File: src/rtl/bytesort_pkg.sv
package bytesort_pkg;
  typedef enum logic [2:0] {
    SS_IDLE,
    SS_RD_LO,
    SS_RD_HI,
    SS_CMP,
    SS_WR_LO,
    SS_WR_HI,
    SS_FIN
  } sort_state_e;
endpackage

File: src/rtl/bytesort_order.sv
module bytesort_order #(
  parameter int DW = 8
) (
  input  logic [DW-1:0] lo_val,
  input  logic [DW-1:0] hi_val,
  input  logic          descend,
  output logic          exchange
);
  // Unsigned compare; equality never exchanges.
  always_comb begin
    if (descend) exchange = (lo_val < hi_val);
    else         exchange = (lo_val > hi_val);
  end
endmodule

File: src/rtl/bytesort_loops.sv
module bytesort_loops #(
  parameter int CW = 9
) (
  input  logic          clk,
  input  logic          rst_n,
  input  logic          load,
  input  logic [CW-1:0] span,
  input  logic          advance,
  output logic          pass_end,
  output logic          sort_end
);
  logic [CW-1:0] inner_q, outer_q, span_q;

  always_ff @(posedge clk or negedge rst_n) begin
    if (!rst_n) begin
      inner_q <= '0;
      outer_q <= '0;
      span_q  <= '0;
    end else if (load) begin
      inner_q <= span;
      outer_q <= span;
      span_q  <= span;
    end else if (advance) begin
      if (inner_q == CW'(1)) begin
        inner_q <= span_q;
        outer_q <= outer_q - CW'(1);
      end else begin
        inner_q <= inner_q - CW'(1);
      end
    end
  end

  assign pass_end = (inner_q == CW'(1));
  assign sort_end = pass_end && (outer_q == CW'(1));


  ctr_live_chk: assert property (@(posedge clk) disable iff (!rst_n)
    advance |-> (inner_q != '0) && (outer_q != '0) && (inner_q <= span_q));
endmodule

File: src/rtl/bytesort_core.sv
module bytesort_core #(
  parameter int DW = 8,
  parameter int AW = 8
) (
  input  logic          clk,
  input  logic          rst_n,
  input  logic          start,
  input  logic          descend,
  input  logic [AW:0]   count,
  output logic          done,
  output logic          mem_rd,
  output logic          mem_wr,
  output logic [AW-1:0] mem_addr,
  output logic [DW-1:0] mem_wdata,
  input  logic [DW-1:0] mem_rdata
);
  import bytesort_pkg::*;
  localparam int CW = AW + 1;

  sort_state_e   state_q;
  logic [AW-1:0] ptr_q;
  logic [DW-1:0] lo_q, hi_q;
  logic          desc_q;
  logic          exchange, advance, pass_end, sort_end, load, multi;

  assign multi   = (count > CW'(1));
  assign load    = (state_q == SS_IDLE) && start && multi;
  assign advance = ((state_q == SS_CMP) && !exchange) || (state_q == SS_WR_HI);

  bytesort_order #(.DW(DW)) u_order (
    .lo_val   (lo_q),
    .hi_val   (mem_rdata),
    .descend  (desc_q),
    .exchange (exchange)
  );

  bytesort_loops #(.CW(CW)) u_loops (
    .clk      (clk),
    .rst_n    (rst_n),
    .load     (load),
    .span     (count - CW'(1)),
    .advance  (advance),
    .pass_end (pass_end),
    .sort_end (sort_end)
  );

  always_ff @(posedge clk or negedge rst_n) begin
    if (!rst_n) begin
      state_q <= SS_IDLE;
      ptr_q   <= '0;
      lo_q    <= '0;
      hi_q    <= '0;
      desc_q  <= 1'b0;
    end else begin
      case (state_q)
        SS_IDLE: if (start) begin
          desc_q  <= descend;
          ptr_q   <= '0;
          state_q <= multi ? SS_RD_LO : SS_FIN;
        end
        SS_RD_LO: state_q <= SS_RD_HI;
        SS_RD_HI: begin
          lo_q    <= mem_rdata;
          state_q <= SS_CMP;
        end
        SS_CMP: begin
          hi_q <= mem_rdata;
          if (exchange) state_q <= SS_WR_LO;
        end
        SS_WR_LO: state_q <= SS_WR_HI;
        default:  state_q <= SS_IDLE;
      endcase
      if (advance) begin
        ptr_q   <= pass_end ? '0 : ptr_q + AW'(1);
        state_q <= sort_end ? SS_FIN : SS_RD_LO;
      end
    end
  end

  assign mem_rd    = (state_q == SS_RD_LO) || (state_q == SS_RD_HI);
  assign mem_wr    = (state_q == SS_WR_LO) || (state_q == SS_WR_HI);
  assign mem_addr  = ((state_q == SS_RD_HI) || (state_q == SS_WR_HI)) ? ptr_q + AW'(1) : ptr_q;
  assign mem_wdata = (state_q == SS_WR_LO) ? hi_q : lo_q;
  assign done      = (state_q == SS_FIN);


  rd_wr_excl_chk: assert property (@(posedge clk) disable iff (!rst_n)
    !(mem_rd && mem_wr));

  done_pulse_chk: assert property (@(posedge clk) disable iff (!rst_n)
    done |=> !done);

  swap_pair_chk: assert property (@(posedge clk) disable iff (!rst_n)
    (state_q == SS_WR_LO) |=> mem_wr && (mem_addr == AW'($past(mem_addr) + AW'(1))));

  asc_order_chk: assert property (@(posedge clk) disable iff (!rst_n)
    (state_q == SS_WR_HI && !desc_q) |-> ($past(mem_wdata) < mem_wdata));

  desc_order_chk: assert property (@(posedge clk) disable iff (!rst_n)
    (state_q == SS_WR_HI && desc_q) |-> ($past(mem_wdata) > mem_wdata));

  small_n_chk: assert property (@(posedge clk) disable iff (!rst_n)
    (state_q == SS_IDLE && start && !multi) |=> done && !mem_rd && !mem_wr);

  busy_start_chk: assert property (@(posedge clk) disable iff (!rst_n)
    (state_q != SS_IDLE && start) |=> $stable(desc_q) && (state_q != SS_IDLE || $past(done)));
endmodule

File: config.mk
export PLATFORM = sky130hd
export DESIGN_NAME = bytesort_core
export DESIGN_NICKNAME = d
export VERILOG_FILES = /design/src/rtl/bytesort_pkg.sv /design/src/rtl/bytesort_order.sv /design/src/rtl/bytesort_loops.sv /design/src/rtl/bytesort_core.sv
export SDC_FILE = /design/constraint.sdc
export NUM_CORES = 1
export LEC_CHECK = 0
export BUFFER_PORTS_ARGS = -buffer_cell sky130_fd_sc_hd__buf_2
export CORE_ASPECT_RATIO = 0.6
export CORE_MARGIN = 4
export CORE_UTILIZATION = 55
export DETAILED_ROUTE_END_ITERATION = 10
export GPL_TIMING_DRIVEN = 1
export HOLD_SLACK_MARGIN = 0.03
export PLACE_DENSITY = 0.79
export SLEW_MARGIN = 20
export SYNTH_ARGS = -nofsm -noshare
export SYNTH_HDL_FRONTEND = slang
export SYNTH_HIERARCHICAL = 1
export SYNTH_SLANG_ARGS = --single-unit
File: constraint.sdc
create_clock -name clk -period 6.9 [get_ports clk]
set_input_delay 1.38 -clock clk [delete_from_list [all_inputs] [get_ports clk]]
set_output_delay 1.38 -clock clk [all_outputs]
set_load 0.01 [all_outputs]
Word-level counts from Yosys, hierarchy flattened
Index checks and enable logic that the tools add are counted.
- input bits: 21
- bits in registers: 55
- output and inout port bits: 19
- word-level logic and storage cells: 62
- equality and inequality tests: 10
- muxes and demuxes: 19
- order comparisons: 3
- reductions and logical operators: 18
- add/sub/neg operators: 4
- operators by type and width (cell ; count):
    $mux W9 ; 6
    $mux W8 ; 6
    $sub A9 B1 Y9 const B ; 3
    $eq A9 B1 Y1 const B ; 2
    $mux W3 ; 5
    $pmux W3 S5 ; 1
    $eq A3 B3 Y1 const B ; 3
    $gt A9 B1 Y1 const B ; 1
    $add A8 B1 Y8 const B ; 1
    $gt A8 B8 Y1 ; 1
    $lt A8 B8 Y1 ; 1
    $reduce_and A2 Y1 ; 4
    $reduce_bool A2 Y1 ; 4
    $eq A3 B2 Y1 const B ; 2
    $ne A3 B3 Y1 const B ; 2
    $logic_and A1 B1 Y1 ; 4
    $logic_or A1 B1 Y1 ; 4
    $eq A3 B1 Y1 const B ; 1
    $logic_not A3 Y1 ; 1
    $logic_not A1 Y1 ; 1
    $mux W1 ; 1

Logic depth before layout (Yosys ltp)
- depth after elaboration: 7
- gate-level depth with buffers: 14

By module
The synthesis kept the hierarchy.
- by module, submodules not included (module ; cells each ; area an instance (um^2) ; instances):
    bytesort_core ; 173 ; 1709.1 ; 1
    bytesort_loops ; 168 ; 1605.3 ; 1
    bytesort_order ; 29 ; 209.0 ; 1

Worst setup path after synthesis
No wires, ideal clock.
- path kind: input port to flip-flop
- start point: input port mem_rdata[1]
- end point: register u_loops.outer_q[6]
- setup time: 0.132 ns
- buffers on the path: 1
- arrival: 3.452 ns
- cell stages on the path: 14
- required time: 6.768 ns
- path slack: 3.317 ns
- cell sequence: inv_1 -> ha_1 -> nor2b_1 -> o211ai_1 -> a21oi_2 -> o22ai_1 -> o22ai_1 -> nand4bb_1 -> nand2_1 -> buf_2 -> nor4bb_1 -> nand4_1 -> xor2_1 -> o21ai_1
- word-level cells in the longest chain between the ends: 7
- ends and longest elaborated chain (item ; RTL line ; RTL):
    start, declared ; bytesort_core.sv:15 ; input logic [DW-1:0] mem_rdata
    $gt A8 B8 Y1 / $lt A8 B8 Y1 (equally long branches) ; bytesort_order.sv:12, bytesort_order.sv:11 ;
    $mux W1 (*) ; bytesort_order.sv:11 ; if (descend) exchange = (lo_val < hi_val);
    via exchange ; bytesort_core.sv:24 ; logic exchange, advance, pass_end, sort_end, load, multi;
    $logic_not A1 Y1 (*) ; bytesort_core.sv:28 ; assign advance = ((state_q == SS_CMP) && !exchange) || (state_q == SS_WR_HI);
    $logic_and A1 B1 Y1 (*) ; bytesort_core.sv:28 ;
    $logic_or A1 B1 Y1 (*) ; bytesort_core.sv:28 ;
    via advance ; bytesort_core.sv:24 ;
    $reduce_bool A2 Y1 (no source line) (*) ; - ;
    $reduce_and A2 Y1 (no source line) (*) ; - ;
    end signal, assigned ; bytesort_loops.sv:21 ; outer_q <= span;
    end signal, assigned ; bytesort_loops.sv:26 ; outer_q <= outer_q - CW'(1);
    end, declared ; bytesort_loops.sv:12 ; logic [CW-1:0] inner_q, outer_q, span_q;
Mark *: on every way through the listed nets, which the timed path passes. The rest lies on a longest branch.
A chain may end at the register's enable or synchronous reset.

Worst setup path in the final report
- start point: register state_q[2]
- end point: output port mem_wdata[6]
- word-level cells in the longest chain between the ends: 2
- ends and longest elaborated chain (item ; RTL line ; RTL):
    start, declared ; bytesort_core.sv:20 ; sort_state_e state_q;
    start signal, assigned ; bytesort_core.sv:59 ; state_q <= multi ? SS_RD_LO : SS_FIN;
    start signal, assigned ; bytesort_core.sv:75 ; state_q <= sort_end ? SS_FIN : SS_RD_LO;
    $eq A3 B3 Y1 ; bytesort_core.sv:83 ; assign mem_wdata = (state_q == SS_WR_LO) ? hi_q : lo_q;
    $mux W8 ; bytesort_core.sv:83 ;
    end, declared ; bytesort_core.sv:14 ; output logic [DW-1:0] mem_wdata,
Every way passes these cells.

==> flow_summary.ini <==
[status]
status = complete, no violations

[drt]
num_vias = 2798
viasPerCell = 5.769
wire_per_inst_um = 15.55
drc = 0
drt_first_iter_violations = 197
dr.pass1.iters = 5
drtAntennaViolNets = 0
drt-total-wl_mm = 7.542

[floorplan]
ioPinCount = 40
die-area_um2 = 7793
fp.dieW_um = 111.3
start_util_pct = 57.14
core_area_um2 = 6166
rows = 22
fp.dieH_um = 70.00

[worst_setup_path]
crit_type = flip-flop to primary output
worstPathMaxFanout = 14
critPathLaunch = state_q[2]$_DFFE_PN0P_
critPathCaptureType = primary output
worstPathRequired_ns = 5.52
arrival_ns = 2.45
slowest_stage = nor2b_1
rr_startpoint = lo_q[1]$_DFFE_PN0P_
cp_cell_sequence = nor2b_1 -> nor2b_1 -> mux2_2 -> buf_2
worst_setup_path_start_kind = flip-flop
crit_path_frequent_cell = nor2b_1
critical_path.max_stage_delay_ns = 0.68

[logic_synthesis]
synth.avg_cell_area_um2 = 9.523
synth_top_family_by_area = simple AND/OR/NAND/NOR gates
yosysUniqueCellTypes = 57
synth-simple-area-share_pct = 20.56
synth_edf_count = 0
synth_area_um2 = 3523
synth_flop_cell = dfrtp_1
syn-num-nets = 406
yosysWarnings = 6
yosysSeqAreaShare_pct = 39.06
syn-instance-count = 370
synth-seq-cells = 55
muxShareOfSynthArea_pct = 9.162
synth-xor-area-share_pct = 5.717
async_flop_share_pct = 100.0
synth_fa_ha_area_share_pct = 5.327
synth_compound_area_share_pct = 13.60

[timing]
post-route-period-util_pct = 55.53
hold_ws_ns = 0.5088
setup_viol = 0
setup_tns_ns = 0
min_period_ns = 3.832
hold_violations = 0
worst_pin_slew_ns = 0.7886
timing.fmax_mhz = 261.0
slew_viol_final = 0
rsz0062_at_grt = no
finClkSkew_ns = 0.005314
max_slew_margin_pct = 47.21

[placement]
io_buffers = 39
dp_hpwl_mm = 5.591
routabilityCongestion = 0.8479

[global_routing]
antenna_found_initial = 0
grt_pass1_wl_mm = 13.31
grt.overflow.total = 0
grt_max_degree = 56
grt_pass1_vias = 2753
track_usage_pct = 20.60

[power_and_ir_drop]
p_leak_nw = 1.743
powerDensity_nw_per_um2 = 423.6
vdd_drop_max_uv = 210.9

[cells_and_area]
nets = 436
diodes = 0
final_util_pct = 62.54
drive_above_1_share_pct = 23.69
syn_to_final_growth_pct = 9.446
filler_cell_count = 560

[clock_network]
path_clk_slew_ns = 0.09
clk_latency_ns = 0.31
cts.sinks = 55
clock-root-buffer = clkbuf_8
htreeDepth = 2
cts_buffers = 5
postCtsSetupRepairBufs = 0
ctsLongestPathBuffers = 2
cts_resized = 0
cts_tree = yes
holdBufCountCts = 0

[flow_run]
maxCapViolCount = 0

[hold_path]
hp-start = hi_q[2]$_DFFE_PN0N_
hold_path_class = flip-flop to flip-flop
==> critical path, delay by kind of cell (launching register included) <==
family                 cells  cell delay [ns]
DFF                        1             0.60
muxes                      1             0.40
buffers and inverters      1             0.14
and+or+nand+nor            2             1.00
==> area by class of cell <==
cell class | instances | area [um2] | share of cell area, %
multi-input combinational | 265 | 1918 | 49.74
sequential | 55 | 1376 | 35.69
timing repair buffer | 42 | 217.7 | 5.646
inverter | 31 | 121.4 | 3.147
tap | 84 | 105.1 | 2.726
clock buffer | 6 | 82.58 | 2.141
clock inverter | 2 | 35.03 | 0.9085
==> layout by cell type, fill, tap and decap left out, types with 4 or more instances in the layout <==
cell,n
nor3_1,6
buf_2,39
o211ai_1,4
o311ai_2,4
clkbuf_8,6
nand3b_1,5
a21oi_1,11
o311ai_1,4
xor2_1,14
nand2_1,38
o21ai_0,14
o21ai_1,7
dfrtp_1,55
inv_1,30
nand4_1,8
ha_1,15
a31oi_1,7
nor2b_1,4
xnor2_1,9
nand3_1,12
nor2_1,26
mux2_2,26
==> stage by stage <==
stage | power (mW) | cell area, um2 | cells | worst slack, ns
floorplan | 1.218 | 3523 | 370 | 3.317
global placement | 1.371 | 3739 | 477 | 2.963
detailed placement | 1.404 | 3739 | 477 | 2.840
CTS | 1.633 | 3856 | 485 | 3.062
global route | 1.775 | 3856 | 485 | 2.854
finish | 1.634 | 3856 | 485 | 3.068
==> registers in the layout (all words and copies together) (netlist names) <==
signal and cells:
desc_q 1, hi_q 8, lo_q 8, ptr_q 8
state_q 3, u_loops/inner_q 9, u_loops/outer_q 9, u_loops/span_q 9
==> metal layers <==
| layer | GRT usage, % | vias up | wire length, um |
|---|---|---|---|
| met5 | 0 | - | 0 |
| met4 | 4.858 | 0 | 47 |
| met3 | 4.242 | 6 | 444 |
| met2 | 29.53 | 88 | 3075 |
| met1 | 31.68 | 1343 | 3974 |
| li1 | - | 1361 | - |
==> report_power, final <==
| group | switching (mW) | total [mW] | leakage [nW] | internal [mW] |
|---|---|---|---|---|
| clock | 0.106 | 0.223 | 0.0612 | 0.118 |
| sequential | 0.171 | 0.639 | 0.679 | 0.468 |
| combinational | 0.413 | 0.771 | 1.00 | 0.358 |
| total | 0.691 | 1.63 | 1.74 | 0.943 |
==> synth_stat cells, types with 5 or more instances <==
library cell	instances	area (um2)
ha_1	15	187.7
clkbuf_1	7	26.28
nor2_1	27	101.4
o21ai_1	7	35.03
xnor2_1	9	78.83
o21ai_0	14	70.07
nand3_1	12	60.06
a21oi_1	11	55.05
nand3b_1	5	37.54
mux2_2	26	292.8
a31oi_1	7	43.79
nand4_1	8	50.05
buf_2	7	35.03
nand2_1	38	142.6
nor3_1	6	30.03
xor2_1	14	122.6
dfrtp_1	55	1376
inv_1	30	112.6
==> logic make-up after synthesis <==
kind of cell             count (synthesis)
flip-flops                              55
multiplexers                            29
adder cells (fa/ha/maj)                 15
buffers and inverters                   50
AND/OR/NAND/NOR                        129
XOR/XNOR                                23
AO/OA/AOI/OAI                           69
==> worst paths after layout <==
path                                                   to  slack [ns]  depth (start not counted)
setup reg to reg           u_loops/outer_q[4]$_DFFE_PN0P_        3.93                         12
hold reg to reg                       hi_q[2]$_DFFE_PN0N_        0.51                          1
min in group asynchronous            ptr_q[0]$_DFFE_PN0P_        1.19                          2
max in group asynchronous            ptr_q[6]$_DFFE_PN0P_        5.24                          2
setup / recovery                             mem_wdata[6]        3.07                          4
hold / removal                        hi_q[2]$_DFFE_PN0N_        0.51                          1
Power figures use the tool's default switching activity.
